--- src/rtl/nor_erase_pkg.sv ---
package nor_erase_pkg;

   typedef enum logic [2:0] {
      ST_READ,
      ST_UL1,
      ST_UL2,
      ST_SETUP,
      ST_UL4,
      ST_UL5,
      ST_WINDOW,
      ST_ERASE
   } erase_st_e;

   localparam int unsigned KEY_ADDR_W = 11;

   localparam logic [KEY_ADDR_W-1:0] KEY_ADDR_A = 11'h555;
   localparam logic [KEY_ADDR_W-1:0] KEY_ADDR_B = 11'h2AA;

   localparam logic [7:0] DAT_KEY1    = 8'hAA;
   localparam logic [7:0] DAT_KEY2    = 8'h55;
   localparam logic [7:0] DAT_SETUP   = 8'h80;
   localparam logic [7:0] DAT_CHIP    = 8'h10;
   localparam logic [7:0] DAT_SECTOR  = 8'h30;
   localparam logic [7:0] DAT_SUSPEND = 8'hB0;

   // Successor of a prefix state once its expected write has arrived.
   function automatic erase_st_e prefix_next(input erase_st_e cur);
      case (cur)
         ST_READ:  return ST_UL1;
         ST_UL1:   return ST_UL2;
         ST_UL2:   return ST_SETUP;
         ST_SETUP: return ST_UL4;
         ST_UL4:   return ST_UL5;
         default:  return ST_READ;
      endcase
   endfunction

endpackage

--- src/rtl/nor_erase_prefix.sv ---
module nor_erase_prefix
   import nor_erase_pkg::*;
(
   input  erase_st_e                step,
   input  logic [KEY_ADDR_W-1:0]    addr_lo,
   input  logic [7:0]               data,
   output logic                     step_hit,
   output logic                     chip_hit,
   output logic                     sector_hit
);

   logic at_a;
   logic at_b;

   assign at_a = (addr_lo == KEY_ADDR_A);
   assign at_b = (addr_lo == KEY_ADDR_B);

   always_comb begin
      case (step)
         ST_READ, ST_SETUP: step_hit = at_a && (data == DAT_KEY1);
         ST_UL1, ST_UL4:    step_hit = at_b && (data == DAT_KEY2);
         ST_UL2:            step_hit = at_a && (data == DAT_SETUP);
         default:           step_hit = 1'b0;
      endcase
   end

   assign chip_hit   = at_a && (data == DAT_CHIP);
   assign sector_hit = (data == DAT_SECTOR);

endmodule

--- src/rtl/nor_erase_timer.sv ---
module nor_erase_timer #(
   parameter int unsigned CYC = 4
) (
   input  logic clk,
   input  logic rst_n,
   input  logic load,
   input  logic run,
   output logic zero
);

   localparam int unsigned CNT_W = (CYC > 1) ? $clog2(CYC) : 1;
   localparam logic [CNT_W-1:0] TOP = CNT_W'(CYC - 1);

   logic [CNT_W-1:0] cnt_q;

   always_ff @(posedge clk or negedge rst_n) begin
      if (!rst_n) begin
         cnt_q <= '0;
      end else if (load) begin
         cnt_q <= TOP;
      end else if (run && (cnt_q != '0)) begin
         cnt_q <= cnt_q - 1'b1;
      end
   end

   assign zero = (cnt_q == '0);

endmodule

--- src/rtl/nor_erase_sector_dec.sv ---
module nor_erase_sector_dec #(
   parameter int unsigned SECT_W = 2
) (
   input  logic [SECT_W-1:0]        idx,
   output logic [(1<<SECT_W)-1:0]   hot
);

   localparam int unsigned NUM_SECT = 1 << SECT_W;

   for (genvar g = 0; g < NUM_SECT; g++) begin : g_line
      assign hot[g] = (idx == SECT_W'(g));
   end

endmodule

--- src/rtl/nor_erase_cmd.sv ---
module nor_erase_cmd
   import nor_erase_pkg::*;
#(
   parameter int unsigned ADDR_W    = 16,
   parameter int unsigned SECT_W    = 6,
   parameter int unsigned WIN_CYC   = 12500,
   parameter int unsigned PREP_CYC  = 1000,
   parameter int unsigned ERASE_CYC = 5000
) (
   input  logic                     clk,
   input  logic                     rst_n,
   input  logic                     wr_en,
   input  logic [ADDR_W-1:0]        wr_addr,
   input  logic [7:0]               wr_data,
   output logic                     busy,
   output logic                     erase_done,
   output logic [(1<<SECT_W)-1:0]   sector_map
);

   localparam int unsigned NUM_SECT = 1 << SECT_W;
   localparam int unsigned TOT_CYC  = PREP_CYC + ERASE_CYC;

   // Elaboration-time parameter checks
   if (ADDR_W < KEY_ADDR_W) begin : g_bad_addr_w
      $error("nor_erase_cmd: ADDR_W must cover the 11 key address bits");
   end
   if ((SECT_W < 1) || (SECT_W > 10) || (SECT_W > ADDR_W)) begin : g_bad_sect_w
      $error("nor_erase_cmd: SECT_W must be 1..10 and fit in ADDR_W");
   end
   if (WIN_CYC < 1) begin : g_bad_win
      $error("nor_erase_cmd: WIN_CYC must be at least 1");
   end
   if ((PREP_CYC < 1) || (ERASE_CYC < 1)) begin : g_bad_phase
      $error("nor_erase_cmd: both erase phases need at least one cycle");
   end

   erase_st_e             state_q, state_d;
   logic [NUM_SECT-1:0]   map_q, map_d;
   logic                  done_q, done_d;
   logic                  win_load, ers_load;
   logic                  win_zero, ers_zero;
   logic                  step_hit, chip_hit, sector_hit;
   logic [NUM_SECT-1:0]   sect_hot;

   nor_erase_prefix u_prefix (
      .step       (state_q),
      .addr_lo    (wr_addr[KEY_ADDR_W-1:0]),
      .data       (wr_data),
      .step_hit   (step_hit),
      .chip_hit   (chip_hit),
      .sector_hit (sector_hit)
   );

   nor_erase_sector_dec #(.SECT_W(SECT_W)) u_dec (
      .idx (wr_addr[ADDR_W-1 -: SECT_W]),
      .hot (sect_hot)
   );

   nor_erase_timer #(.CYC(WIN_CYC)) u_win_tmr (
      .clk   (clk),
      .rst_n (rst_n),
      .load  (win_load),
      .run   (state_q == ST_WINDOW),
      .zero  (win_zero)
   );

   // One counter spans the preprogram and erase phases back to back.
   nor_erase_timer #(.CYC(TOT_CYC)) u_ers_tmr (
      .clk   (clk),
      .rst_n (rst_n),
      .load  (ers_load),
      .run   (state_q == ST_ERASE),
      .zero  (ers_zero)
   );

   always_comb begin
      state_d  = state_q;
      map_d    = map_q;
      done_d   = 1'b0;
      win_load = 1'b0;
      ers_load = 1'b0;
      case (state_q)
         ST_READ, ST_UL1, ST_UL2, ST_SETUP, ST_UL4: begin
            if (wr_en) begin
               state_d = step_hit ? prefix_next(state_q) : ST_READ;
            end
         end
         ST_UL5: begin
            if (wr_en) begin
               if (chip_hit) begin
                  state_d  = ST_ERASE;
                  map_d    = '1;
                  ers_load = 1'b1;
               end else if (sector_hit) begin
                  state_d  = ST_WINDOW;
                  map_d    = sect_hot;
                  win_load = 1'b1;
               end else begin
                  state_d  = ST_READ;
               end
            end
         end
         ST_WINDOW: begin
            if (wr_en && sector_hit) begin
               map_d    = map_q | sect_hot;
               win_load = 1'b1;
            end else if (wr_en && (wr_data != DAT_SUSPEND)) begin
               state_d  = ST_READ;
               map_d    = '0;
            end else if (win_zero) begin
               state_d  = ST_ERASE;
               ers_load = 1'b1;
            end
         end
         ST_ERASE: begin
            if (ers_zero) begin
               state_d = ST_READ;
               map_d   = '0;
               done_d  = 1'b1;
            end
         end
         default: begin
            state_d = ST_READ;
            map_d   = '0;
         end
      endcase
   end

   always_ff @(posedge clk or negedge rst_n) begin
      if (!rst_n) begin
         state_q <= ST_READ;
         map_q   <= '0;
         done_q  <= 1'b0;
      end else begin
         state_q <= state_d;
         map_q   <= map_d;
         done_q  <= done_d;
      end
   end

   assign busy       = (state_q == ST_ERASE);
   assign erase_done = done_q;
   assign sector_map = map_q;

   AST_DONE_SINGLE: assert property (@(posedge clk) disable iff (!rst_n)
      erase_done |=> !erase_done);
   AST_DONE_AT_END: assert property (@(posedge clk) disable iff (!rst_n)
      erase_done |-> (!busy && $past(busy)));
   AST_MAP_HELD_BUSY: assert property (@(posedge clk) disable iff (!rst_n)
      (busy && $past(busy)) |-> $stable(sector_map));
   AST_BUSY_HAS_SECT: assert property (@(posedge clk) disable iff (!rst_n)
      busy |-> (sector_map != '0));
   AST_CHIP_ALL_SECT: assert property (@(posedge clk) disable iff (!rst_n)
      ($rose(busy) && ($past(state_q) == ST_UL5)) |-> (&sector_map));
   AST_IDLE_EMPTY: assert property (@(posedge clk) disable iff (!rst_n)
      ((state_q != ST_WINDOW) && !busy) |-> (sector_map == '0));

endmodule

--- config.mk ---
export PLATFORM = sky130hd
export DESIGN_NAME = nor_erase_cmd
export DESIGN_NICKNAME = d
export VERILOG_FILES = /design/src/rtl/nor_erase_pkg.sv /design/src/rtl/nor_erase_prefix.sv /design/src/rtl/nor_erase_timer.sv /design/src/rtl/nor_erase_sector_dec.sv /design/src/rtl/nor_erase_cmd.sv
export SDC_FILE = /design/constraint.sdc
export NUM_CORES = 1
export LEC_CHECK = 0
export CAP_MARGIN = 20
export CORE_ASPECT_RATIO = 1.75
export CORE_UTILIZATION = 31
export CTS_BUF_LIST = sky130_fd_sc_hd__clkbuf_16
export CTS_CLUSTER_DIAMETER = 40
export DETAILED_ROUTE_END_ITERATION = 8
export DONT_BUFFER_PORTS = 1
export GPL_ROUTABILITY_DRIVEN = 1
export PLACE_DENSITY_LB_ADDON = 0.3
export RECOVER_POWER = 25
export REMOVE_ABC_BUFFERS = 1
export SLEW_MARGIN = 20
export SYNTH_ARGS = -nofsm -noshare
export SYNTH_HDL_FRONTEND = slang
export SYNTH_SLANG_ARGS = --single-unit
--- constraint.sdc ---
create_clock -name clk -period 5.6 [get_ports clk]
set_input_delay 1.4 -clock clk [delete_from_list [all_inputs] [get_ports clk]]
set_output_delay 1.4 -clock clk [all_outputs]
set_load 0.1 [all_outputs]
==> results of run 1 <==
[registers in the layout (all words and copies together), names as in the netlist]
signal / flops
sector_map: 64
u_win_tmr.cnt_q: 14
u_ers_tmr.cnt_q: 13
state_q: 3
erase_done: 1
[worst register-to-register path, stage by stage, from the launching register on]
cell and delay [ps]:
dfrtp_1 430, or4_4 590, nor4_4 310, nor2_1 170, nor4_4 560, nand2b_2 520, buf_4 420, o2bb2ai_1 200
[layer usage]
layer,up-vias,share of wire,GRT usage
li1,1771,-,-
met1,1865,0.41,0.187
met2,105,0.51,0.281
met3,17,0.054,0.0372
met4,0,0.028,0.0691
met5,-,0,0
[cells by family (layout without fill, tap and decap cells)]
kind of cell / count (synthesis) / in the layout / synth area share
and+or+nand+nor: 165 / 165 / 0.187
AOI/OAI and AO/OA: 156 / 156 / 0.246
DFF: 95 / 95 / 0.464
buffers and inverters: 50 / 42 / 0.0557
xor gates and xnor gates: 22 / 22 / 0.0376
adders and majority gates: 3 / 3 / 0.00733
muxes: 1 / 1 / 0.00196
[final cells by class]
| type | instances | area, um^2 | area share |
|---|---|---|---|
| Clock buffer | 9 | 225 | 0.0409 |
| Clock inverter | 7 | 78.8 | 0.0143 |
| Inverter | 19 | 71.3 | 0.0130 |
| Multi-Input combinational cell | 347 | 2460 | 0.448 |
| Sequential cell | 95 | 2380 | 0.432 |
| Tap cell | 189 | 236 | 0.0430 |
| Timing Repair Buffer | 7 | 50.0 | 0.00909 |
[metrics by stage]
step                      hold WS [ps]   util  total power, mW  instances  area [um^2]
after floorplan                    480      -             1.76        461         4900
after detailed placement           499  0.324             1.91        656         5190
after global placement             499  0.324             1.89        656         5190
after global routing               571  0.343             2.63        673         5500
final                              519  0.343             2.52        673         5500
after CTS                          519  0.343             2.54        672         5500
[cell usage in the layout, fill, tap and decap left out, drive strengths merged, types with 6 or more instances in the layout]
cell type / count
xor2: 11
and2: 7
a21oi: 51
o22ai: 12
o21ai: 22
xnor2: 11
buf: 7
nand3: 6
nand2b: 7
nand2: 29
or3: 7
nor2b: 10
dfrtp: 95
o2bb2ai: 51
nor3: 29
nor2: 32
nor4: 9
inv: 23
clkbuf: 9
[worst max path at each step]
| stage | endpoint | slack, ps | depth (start not counted) | start |
|---|---|---|---|---|
| after global routing | sector_map[25] | 1440 | 7 | wr_addr[1] |
| after detailed placement | sector_map[44] | 1220 | 7 | wr_addr[1] |
| final | sector_map[44] | 1610 | 7 | wr_addr[1] |
| after global placement | sector_map[44] | 1380 | 7 | wr_addr[1] |
| after CTS | sector_map[44] | 1590 | 7 | wr_addr[1] |
| after floorplan | sector_map[0] | 840 | 6 | wr_addr[1] |
[where the power goes]
part	total [mW]	internal, mW	switching, mW
clock network	0.634	0.354	0.281
registers	1.50	0.779	0.724
logic	0.386	0.143	0.243
total	2.52	1.28	1.25
==> impl_metrics.ini, run 1 <==
[run_status]
outcome = finished, final reports clean

[setup_path]
worst_setup_path_end_kind = flip-flop
crit_type = in -> reg
worstPathMaxFanout = 32
worst_path_max_delay_cell = nor4_4
reg2reg_to = sector_map[44]
crit_family = simple AND/OR/NAND/NOR gates
cp.required_ps = 5800
reg2reg_from = u_ers_tmr.cnt_q[2]
slowest_delay_ps = 670
critPathBufInv = 1
cp-start-kind = primary input
reg2reg_slack_ps = 2250
arrival_ps = 4190
path_cells = or4b_4 -> o41ai_4 -> a21boi_2 -> nor4_4 -> nand2b_2 -> buf_4 -> o2bb2ai_1
rr_worst_depth = 7

[worst_hold_path]
hold_path_end = u_ers_tmr.cnt_q[9]
min_path_type = reg -> reg
hp-start = u_ers_tmr.cnt_q[9]
hold_path_depth = 2

[floorplanning]
ioPinCount = 93
die_h_um = 172
dieArea_mm2 = 0.0170
rows = 61
core-area_mm2 = 0.0160
die_x_um = 99.1
start_util = 0.319

[power]
peakVddDrop_mv = 0.172
p_per_area_mw_per_mm2 = 459
leakagePower_nw = 1.97

[finish]
diodes = 0
nFillCells = 1638
nets = 509
layout-drive-gt1-share = 0.138
areaGrowthSynthToFinish_pct = 7.53

[cts]
cts_tree = built
clk_pin_slew_ps = 70
cts-resized-gates = 0
cts_sinks = 95
cts-root-buf = clkbuf_16
cts_buffers = 9
cts_hold_repair.buffers = 0
cts_buffer_depth = 2
insertion_delay_ps = 340
h-tree-depth = 3
cts_setup_buffers = 0

[timing]
fin_ws_ps = 1610
finalHoldViolations = 0
max_freq_mhz = 250
setup-tns-final_ps = 0
rsz0062_at_grt = no
worst_slew_pin_slew_ps = 1070
fin_skew_ps = 12.1
layout_min_cycle_time_ps = 3990
setup_viol = 0
slew_headroom = 0.288
fin_crit_sh = 0.713
slew_violations = 0

[logic_synthesis]
yosysTopAreaCellShare = 0.464
syn_area_per_cell_um2 = 10.4
synth-seq-cells = 95
synth_cell_types = 60
syn_area_mm2 = 0.00512
async_reset_ff_frac = 1.00
ys.flop_type = dfrtp_1
post-synth-top-area-cell = dfrtp_1
yosys.cell_count.top_type = dfrtp_1
ys_warn_count = 0
synthTopCellsByCount = dfrtp_1, a21oi_1, nor2_1
synth-edff-count = 0
ys_seq_area_frac = 0.464
synthTopCellsByArea = dfrtp_1, o2bb2ai_2, a21oi_1, o2bb2ai_1, nor3_1
syn-instance-count = 492

[grt]
antenna_found_initial = 0
grtUsageTotal = 0.160
grt_max_degree = 96
grt_pass1_vias = 3879
overflow = 0
grt_pass1_wl_mm = 21.2

[run]
max-cap-violations = 0

[detailed_routing]
drtIter0Drc = 190
drt-wirelength-per-cell_um = 20.0
firstDrtPassIters = 5
drc = 0
vias = 3758
ant_nets = 0
wl_mm = 13.5
viasPerCell = 5.58

[placed_design]
gp_congestion = 0.793
pre_cts_ws_ps = 1220
dp_hpwl_mm = 9.37
io_buffers = 0
Power figures use the tool's default switching activity.
==> run 2: changes to the inputs <==
==> constraint.sdc (replaced) <==
create_clock -name clk -period 4.1 [get_ports clk]
set_input_delay 1.025 -clock clk [delete_from_list [all_inputs] [get_ports clk]]
set_output_delay 1.025 -clock clk [all_outputs]
set_load 0.1 [all_outputs]
==> run 2 against run 1 <==
Register-to-register slack worse by 1100 ps. Hold slack worse by 150 ps. Worst setup slack worse by 640 ps. Die area unchanged. Critical path depth is the same. Via count grew 0.77%. Critical path type unchanged.
==> impl_metrics.ini, run 2 (synthesized netlist as in run 1, its figures left out) <==
[cts]
cts_buffers = 9
cts_setup_buffers = 0
clk_pin_slew_ps = 70
h-tree-depth = 3
cts_buffer_depth = 2
insertion_delay_ps = 340
cts_tree = built
cts-resized-gates = 0
cts_hold_repair.buffers = 0
cts_sinks = 95
cts-root-buf = clkbuf_16

[timing]
hold_ws_ps = 371
fin_crit_sh = 0.764
rsz0062_at_grt = no
setup_viol = 0
max_freq_mhz = 319
worst_slew_pin_slew_ps = 1030
layout_min_cycle_time_ps = 3130
slew_violations = 0
finalHoldViolations = 0
slew_headroom = 0.314
fin_ws_ps = 969
setup-tns-final_ps = 0
fin_skew_ps = 9.69

[setup_path]
reg2reg_slack_ps = 1160
worst_setup_path_end_kind = flip-flop
worstPathMaxFanout = 33
rr_worst_depth = 7
reg2reg_from = u_ers_tmr.cnt_q[2]
cp-start-kind = primary input
arrival_ps = 3400
reg2reg_to = sector_map[42]
crit_type = in -> reg
cp.required_ps = 4360

[floorplanning]
start_util = 0.319
die_x_um = 99.1
dieArea_mm2 = 0.0170
core-area_mm2 = 0.0160
ioPinCount = 93
die_h_um = 172
rows = 61

[placed_design]
io_buffers = 0
dp_hpwl_mm = 9.43
gp_congestion = 0.812
pre_cts_ws_ps = 612
dp.cells = 658

[finish]
nFillCells = 1617
utilization = 0.343
largest_reg_flops = 64
final_common_cell = dfrtp_1
final_cell_mix = dfrtp_1, a21oi_1, nor2_1, nand2_1, nor3_1
layout-drive-gt1-share = 0.140
stdcell_count = 675
diodes = 0
nets = 511
layout.area.seq_mm2 = 0.00238
multi_input_area_mm2 = 0.00246
areaGrowthSynthToFinish_pct = 7.55

[power]
peakVddDrop_mv = 0.251
p_per_area_mw_per_mm2 = 613
leakagePower_nw = 1.98

[run]
max-cap-violations = 0

[detailed_routing]
vias = 3787
viasPerCell = 5.61
firstDrtPassIters = 4
drtIter0Drc = 158
wl_mm = 13.2
drc = 0
drt-wirelength-per-cell_um = 19.6
ant_nets = 0

[grt]
grt_pass1_wl_mm = 21.3
grtUsageTotal = 0.162
overflow = 0
antenna_found_initial = 0
grt_pass1_vias = 3946
grt_max_degree = 96

[worst_hold_path]
min_path_type = in -> async

[run_status]
outcome = finished, final reports clean
[run 2: worst max-delay path by stage]
stage / slack (ps) / from / cells after the start / end
3_3_place_gp: 690 / wr_addr[1] / 7 / sector_map[28]
5_1_grt: 820 / wr_addr[1] / 7 / sector_map[43]
4_1_cts: 970 / wr_addr[1] / 7 / sector_map[42]
3_5_place_dp: 610 / wr_addr[1] / 7 / sector_map[41]
2_1_floorplan: -280 / wr_addr[1] / 6 / sector_map[0]
6_report: 970 / wr_addr[1] / 7 / sector_map[42]
[run 2: report_power, final]
part / switching [mW] / internal (mW) / total [mW]
logic: 0.331 / 0.208 / 0.539
clock network: 0.368 / 0.415 / 0.783
registers: 0.988 / 1.06 / 2.05
[run 2: stage by stage]
stage / area [um^2] / power, mW
finish: 5510 / 3.37
global route: 5510 / 3.54
CTS: 5500 / 3.41
detailed placement: 5220 / 2.62
global placement: 5220 / 2.59
floorplan: 4900 / 2.41
[run 2: routing by layer]
layer | global-route usage | vias up | part of all wire
met2 | 0.284 | 104 | 0.52
met4 | 0.0607 | 0 | 0.026
met1 | 0.187 | 1876 | 0.39
li1 | - | 1783 | -
met5 | 0 | - | 0
met3 | 0.0465 | 24 | 0.063
[run 2: worst max-delay path: stages]
cell and delay, ps:
or4b_4 540, o41ai_4 280, a21boi_2 160, nor3_4 560, o21ai_4 360, buf_12 280, o2bb2ai_1 170
[run 2: final cells by class]
class	count	area share
Multi-Input combinational cell	347	0.448
Sequential cell	95	0.432
Tap cell	189	0.0430
Clock buffer	9	0.0409
Timing Repair Buffer	9	0.0145
Inverter	19	0.0130
Clock inverter	7	0.00909
